--- src/rtl/oc_pkg.sv ---
package oc_pkg;

    // Flags produced by the result checker
    typedef struct packed {
        logic ovf;
        logic zero;
    } oc_flags_t;

endpackage

--- src/rtl/oc_operand_prep.sv ---
module oc_operand_prep #(
    parameter int W = 4
) (
    input  logic [W-1:0] b_raw,
    input  logic         sub_sel,
    output logic [W-1:0] b_eff
);

    typedef struct packed {
        logic [W-1:0] b_eff;
    } prep_t;

    prep_t prep_d;

    // Ones-complement negation is a plain bitwise inversion
    always_comb begin
        prep_d       = '0;
        prep_d.b_eff = b_raw ^ {W{sub_sel}};
    end

    assign b_eff = prep_d.b_eff;

endmodule

--- src/rtl/oc_ripple.sv ---
module oc_ripple #(
    parameter int W = 4
) (
    input  logic [W-1:0] x_in,
    input  logic [W-1:0] y_in,
    input  logic         c_in,
    output logic [W-1:0] s_out,
    output logic         c_out
);

    logic [W:0] chain_d;

    assign chain_d[0] = c_in;

    // One full-adder cell per bit position
    genvar g;
    generate
        for (g = 0; g < W; g++) begin : g_cell
            logic half_d;
            assign half_d         = x_in[g] ^ y_in[g];
            assign s_out[g]       = half_d ^ chain_d[g];
            assign chain_d[g + 1] = (x_in[g] & y_in[g]) | (chain_d[g] & half_d);
        end
    endgenerate

    assign c_out = chain_d[W];

endmodule

--- src/rtl/oc_result_check.sv ---
module oc_result_check
    import oc_pkg::*;
#(
    parameter int W = 4
) (
    input  logic         a_sign,
    input  logic         b_sign,
    input  logic [W-1:0] result,
    output oc_flags_t    flags
);

    localparam int MSB = W - 1;

    typedef struct packed {
        oc_flags_t flags;
    } chk_t;

    chk_t chk_d;

    always_comb begin
        chk_d            = '0;
        // Same-sign operands whose result changes sign have overflowed
        chk_d.flags.ovf  = (a_sign == b_sign) && (result[MSB] != a_sign);
        // Both zero encodings are recognised; the result is not altered
        chk_d.flags.zero = (result == '0) || (result == '1);
    end

    assign flags = chk_d.flags;

endmodule

--- src/rtl/oc_addsub.sv ---
module oc_addsub
    import oc_pkg::*;
#(
    parameter int W = 4
) (
    input  logic [W-1:0] a_in,
    input  logic [W-1:0] b_in,
    input  logic         sub_sel,
    output logic [W-1:0] sum_out,
    output logic         ovf_out,
    output logic         zero_out
);

    localparam int MSB = W - 1;

    logic [W-1:0] b_eff_d;
    logic [W-1:0] raw_sum_d;
    logic         raw_cout_d;
    logic [W-1:0] fix_sum_d;
    logic         fix_cout_d;
    oc_flags_t    flags_d;

    oc_operand_prep #(.W(W)) u_prep (
        .b_raw   (b_in),
        .sub_sel (sub_sel),
        .b_eff   (b_eff_d)
    );

    // First pass: plain binary addition of the effective operands
    oc_ripple #(.W(W)) u_main (
        .x_in  (a_in),
        .y_in  (b_eff_d),
        .c_in  (1'b0),
        .s_out (raw_sum_d),
        .c_out (raw_cout_d)
    );

    // Second pass: carry out of the MSB re-enters at the LSB
    oc_ripple #(.W(W)) u_wrap (
        .x_in  (raw_sum_d),
        .y_in  ({W{1'b0}}),
        .c_in  (raw_cout_d),
        .s_out (fix_sum_d),
        .c_out (fix_cout_d)
    );

    oc_result_check #(.W(W)) u_chk (
        .a_sign (a_in[MSB]),
        .b_sign (b_eff_d[MSB]),
        .result (fix_sum_d),
        .flags  (flags_d)
    );

    assign sum_out  = fix_sum_d;
    assign ovf_out  = flags_d.ovf;
    assign zero_out = flags_d.zero;

    always_comb begin
        AST_WRAP_NO_CARRY: assert (!fix_cout_d);
        AST_SUB_INVERTS: assert (!sub_sel || (b_eff_d == ~b_in));
        AST_ADD_PASSES: assert (sub_sel || (b_eff_d == b_in));
        AST_NO_CARRY_NO_FIX: assert (raw_cout_d || (sum_out == raw_sum_d));
        AST_ZERO_NO_OVERFLOW: assert (!(zero_out && ovf_out));
        AST_OVF_SAME_SIGN: assert (!ovf_out || (a_in[MSB] == b_eff_d[MSB]));
    end

endmodule

--- config.mk ---
export PLATFORM = sky130hd
export DESIGN_NAME = oc_addsub
export DESIGN_NICKNAME = d
export VERILOG_FILES = /design/src/rtl/oc_pkg.sv /design/src/rtl/oc_operand_prep.sv /design/src/rtl/oc_ripple.sv /design/src/rtl/oc_result_check.sv /design/src/rtl/oc_addsub.sv
export SDC_FILE = /design/constraint.sdc
export NUM_CORES = 1
export LEC_CHECK = 0
export BUFFER_PORTS_ARGS = -buffer_cell sky130_fd_sc_hd__buf_2
export CAP_MARGIN = 5
export CORE_AREA = 2 2 39 41
export DETAILED_ROUTE_END_ITERATION = 10
export DIE_AREA = 0 0 41 43
export GPL_TIMING_DRIVEN = 0
export PLACE_DENSITY = 0.41
export SLEW_MARGIN = 20
export SYNTH_ARGS = -nofsm -noshare
export SYNTH_HDL_FRONTEND = slang
export SYNTH_SLANG_ARGS = --single-unit
--- constraint.sdc ---
create_clock -name vclk -period 9.69
set_input_delay 1.4535 -clock vclk [all_inputs]
set_output_delay 1.4535 -clock vclk [all_outputs]
set_load 0.02 [all_outputs]
## Word level (Yosys, flattened, before mapping)

Index checks and enable logic that the tools add are counted.

| storage, ports and cells | value |
|---|---|
| logic and storage cells | 31 |
| output and inout port bits | 6 |
| register bits | 0 |
| input port bits | 9 |

| operators by class | value |
|---|---|
| bitwise logic cells | 25 |
| reduce and logical (&&, ||, !) cells | 3 |
| equal/unequal tests | 3 |

Operators with widths:

| cell | number |
|---|---|
| 1-bit XOR | 11 |
| 1-bit bitwise AND | 10 |
| 4-bit == test, second input constant | 1 |
| 4-bit logical NOT | 1 |
| 4-bit XOR | 1 |
| 1-bit bitwise OR | 3 |
| 1-bit == test | 1 |
| 1-bit logical AND | 1 |
| 1-bit logical OR | 1 |
| 1-bit inequality test | 1 |

## Depth between registers and ports, before layout

| depth | value |
|---|---|
| word-level depth | 14 |
| depth in mapped cells | 12 |
| depth with buffers taken out | 12 |

## Cells and area by module

A second synthesis with hierarchy kept.

| second synthesis, totals | value |
|---|---|
| cell total of the unflattened synthesis | 39 |
| area, all modules | 307.8 sq um |

Modules (own cells, without submodules):

| module | area an instance (sq um) | instances | cells each |
|---|---|---|---|
| oc_ripple | 117.6 | 2 | 14 |
| oc_operand_prep | 35.0 | 1 | 4 |
| oc_result_check | 33.8 | 1 | 6 |
| oc_addsub | 3.8 | 1 | 1 |

## Least setup slack after synthesis

No wires, ideal clock.

| timing path | value |
|---|---|
| kind | input to output |
| start point | in b_in[0] |
| end point | out zero_out |
| data required time | 8.236 ns |
| cell stages on the path | 12 |
| slack | 4.044 ns |
| path buffers | 0 |
| arrival time | 4.193 ns |
| path through | xor2_1 > ha_1 > inv_1 > fa_1 > fa_1 > fa_1 > inv_1 > ha_1 > ha_1 > ha_1 > or3_1 > mux2i_1 |

RTL lines:

| element | line | source |
|---|---|---|
| start: declaration | oc_addsub.sv:7 | `input logic [W-1:0] b_in,` |
| 4-bit XOR (*) | oc_operand_prep.sv:18 | `prep_d.b_eff = b_raw ^ {W{sub_sel}};` |
| 1-bit bitwise AND (2 in a row) | oc_ripple.sv:22 | `assign chain_d[g + 1] = (x_in[g] & y_in[g]) \| (chain_d[g] & half_d);` |
| 1-bit bitwise OR | oc_ripple.sv:22 |  |
| 1-bit bitwise AND | oc_ripple.sv:22 |  |
| 1-bit bitwise OR | oc_ripple.sv:22 |  |
| 1-bit bitwise AND | oc_ripple.sv:22 |  |
| 1-bit bitwise OR | oc_ripple.sv:22 |  |
| 1-bit bitwise AND (2 in a row) | oc_ripple.sv:22 |  |
| 1-bit XOR (*) | oc_ripple.sv:21 | `assign s_out[g] = half_d ^ chain_d[g];` |
| net sum_out[2] | oc_addsub.sv:9 | `output logic [W-1:0] sum_out,` |
| 4-bit == test / 4-bit logical NOT (equally long branches) | oc_result_check.sv:25 | `chk_d.flags.zero = (result == '0) \|\| (result == '1);` |
| 1-bit logical OR (*) | oc_result_check.sv:25 |  |
| end: declaration | oc_addsub.sv:11 | `output logic zero_out` |

Mark *: on every way through the listed nets, which the timed path passes. The rest lies on a longest branch.

## Worst setup path after layout

| timing path | value |
|---|---|
| start point | in sub_sel |
| end point | out zero_out |

| on the way | value |
|---|---|
| longest elaborated chain between the ends | 14 |

RTL lines:

| element | line | source |
|---|---|---|
| start: declaration | oc_addsub.sv:8 | `input logic sub_sel,` |
| 4-bit XOR (*) | oc_operand_prep.sv:18 |  |
| 1-bit bitwise AND / 1-bit XOR (equally long branches) | oc_ripple.sv:22, oc_ripple.sv:20 |  |
| 1-bit bitwise AND | oc_ripple.sv:22 |  |
| 1-bit bitwise OR | oc_ripple.sv:22 |  |
| 1-bit bitwise AND | oc_ripple.sv:22 |  |
| 1-bit bitwise OR | oc_ripple.sv:22 |  |
| 1-bit bitwise AND | oc_ripple.sv:22 |  |
| 1-bit bitwise OR | oc_ripple.sv:22 |  |
| 1-bit bitwise AND (3 in a row) | oc_ripple.sv:22 |  |
| 1-bit XOR | oc_ripple.sv:21 |  |
| 4-bit == test / 4-bit logical NOT (equally long branches) | oc_result_check.sv:25 |  |
| 1-bit logical OR (*) | oc_result_check.sv:25 |  |

Mark *: on every way between the ends. The rest lies on a longest branch, timed or not.

==> metrics <==
Diodes inserted 0; Starting Density a little under a fifth; Core Util, Final between 20 and 25%; CLK BUF 0; CP arrival 4.28 ns; final worst path period need approximately 5.7 ns; Syn Inst Count 27; initial antenna violation count 0; # rows 14; final std cells w/o fill 58; initial drt markers 0; final hold slack 3.40 ns; Max-slew headroom 84.8%; fin crit share 59.2%; Die Width between 40 and 50 µm; most frequent cell on the critical path ha_1; detailed-route wire length per cell 7.24 µm; Core Box Area 1380 µm²; seq_cells 0; PD cells 134 nW/µm²; area post-placement around 350 µm²; CP max FO 4; CP peak stage delay 0.41 ns; share of post-route cells with drive strength above 1 40.5%; Antenna Nets Post-Route 0; # Max-Cap Violations 0; area delta synth->final 38.0%; Port Buffers 15; vias post-DR between 200 and 250; Syn. warnings 0; Hold WC Path Type input pin to primary output; Finished Cell Area 345 µm²; Nets 61; Setup Total Neg Slack 0 ns; leakage 0.203 nW; GR Util All Layers 4.93%; RD Place Congestion 0.577; Finish-stage setup viols 0; Hold Buf Count CTS 0; Mapped Area 250 µm²; Slew Viols, Final 0; Seq/Total Area, Yosys 0%; fmax 0.174 GHz; unrepaired setup endpoints after global routing no; drt pass-1 iters 1; Syn Nets 44; Max IR drop VDD 0.0000336 V; die height roughly 43 µm; Worst-Margin Slew 0.227 ns; number of global-route vias before repair 170; num ports 15; vias per cell between 3 and 4; full die area ~1800 µm²; largest net degree at the start of global routing 5; critical path, cell by cell buf_2 > xor2_1 > ha_1 > inv_1 > fa_1 > fa_1 > fa_1 > inv_1 > ha_1 > ha_1 > ha_1 > or3_1 > mux2i_1 > buf_2; Final Hold Fails 0; GR Overflow Total 0; status finished, final reports clean; placed cells 58; CP max-delay cell fa_1; startpoint types input pin; Cell variety after synth 12; # DRC 0; post-CTS setup buffers 0; crit end category primary output; filler instances around 160; Worst Path Required 8.24 ns; Setup CP Type input pin to primary output; PostCTS Resize Cnt 0; Total Wirelength ~420 µm; first-pass GRT wire length 621 µm; syn_area_per_cell approximately 9.3 µm²; Sequential cell area 0 µm²
-- per-stage QoR --
step	power, mW	setup slack [ns]
after CTS	0.0474	3.91
after global placement	0.0468	3.93
final	0.0462	3.95
after global routing	0.0514	3.77
after floorplan	0.0349	4.04
after detailed placement	0.0471	3.90
-- Yosys cell counts, drive strengths merged --
cell / n / area share (%)
fa: 3 / 24
ha: 5 / 25
inv: 8 / 12
mux2: 1 / 6.0
mux2i: 1 / 4.0
nand3: 1 / 2.0
nor2: 1 / 1.5
nor2b: 1 / 2.5
or3: 1 / 2.5
xnor2: 3 / 14
xor2: 2 / 7.0
-- kinds of logic (layout without fill, tap and decap cells) --
kind of cell  after synthesis  in the layout  share of synthesized area, %
simple gates                4              4                          8.50
buf+inv                     8             23                          12.0
xor+xnor                    5              5                          20.5
fa+ha+maj                   8              8                          49.0
mux                         2              2                          10.0
-- worst paths after layout --
check | startpoint | endpoint | slack (ns) | cells after the start
max | sub_sel | zero_out | 3.95 | 14
min | a_in[3] | ovf_out | 3.40 | 4
-- per-layer routing --
metal  up-vias  track usage (%)  wire length [µm]
met5         -                0                 0
met4         0                0                 0
met3         0            0.524                61
met2        13             8.13               172
met1        81             7.12               186
li1        111                -                 -
-- cells in the final DEF, fill, tap and decap left out, drive strengths merged --
cell type / Yosys / routed
buf: 0 / 15
fa: 3 / 3
ha: 5 / 5
inv: 8 / 8
mux2: 1 / 1
mux2i: 1 / 1
nand3: 1 / 1
nor2: 1 / 1
nor2b: 1 / 1
or3: 1 / 1
xnor2: 3 / 3
xor2: 2 / 2
-- critical path: cells and delay by family --
family                   cells  cell delay, ns
AND/OR/NAND/NOR              1            0.31
multiplexers                 1            0.12
adder cells (fa/ha/maj)      7            1.83
XOR/XNOR                     1            0.16
buffers and inverters        4            0.42
-- layout make-up --
type	instances	area, µm²	share of cell area (%)
inverter	8	30.0	8.70
multi-input combinational	19	220	63.8
timing repair buffer	15	75.1	21.7
tap	16	20.0	5.80
-- where the power goes --
part / internal (mW) / leakage, nW / switching [mW] / total [mW]
clock: 0 / 0 / 0 / 0
combinational: 0.0197 / 0.203 / 0.0265 / 0.0462
sequential: 0 / 0 / 0 / 0
total: 0.0197 / 0.203 / 0.0265 / 0.0462
Note: power is estimated with default switching activity, not from simulation.
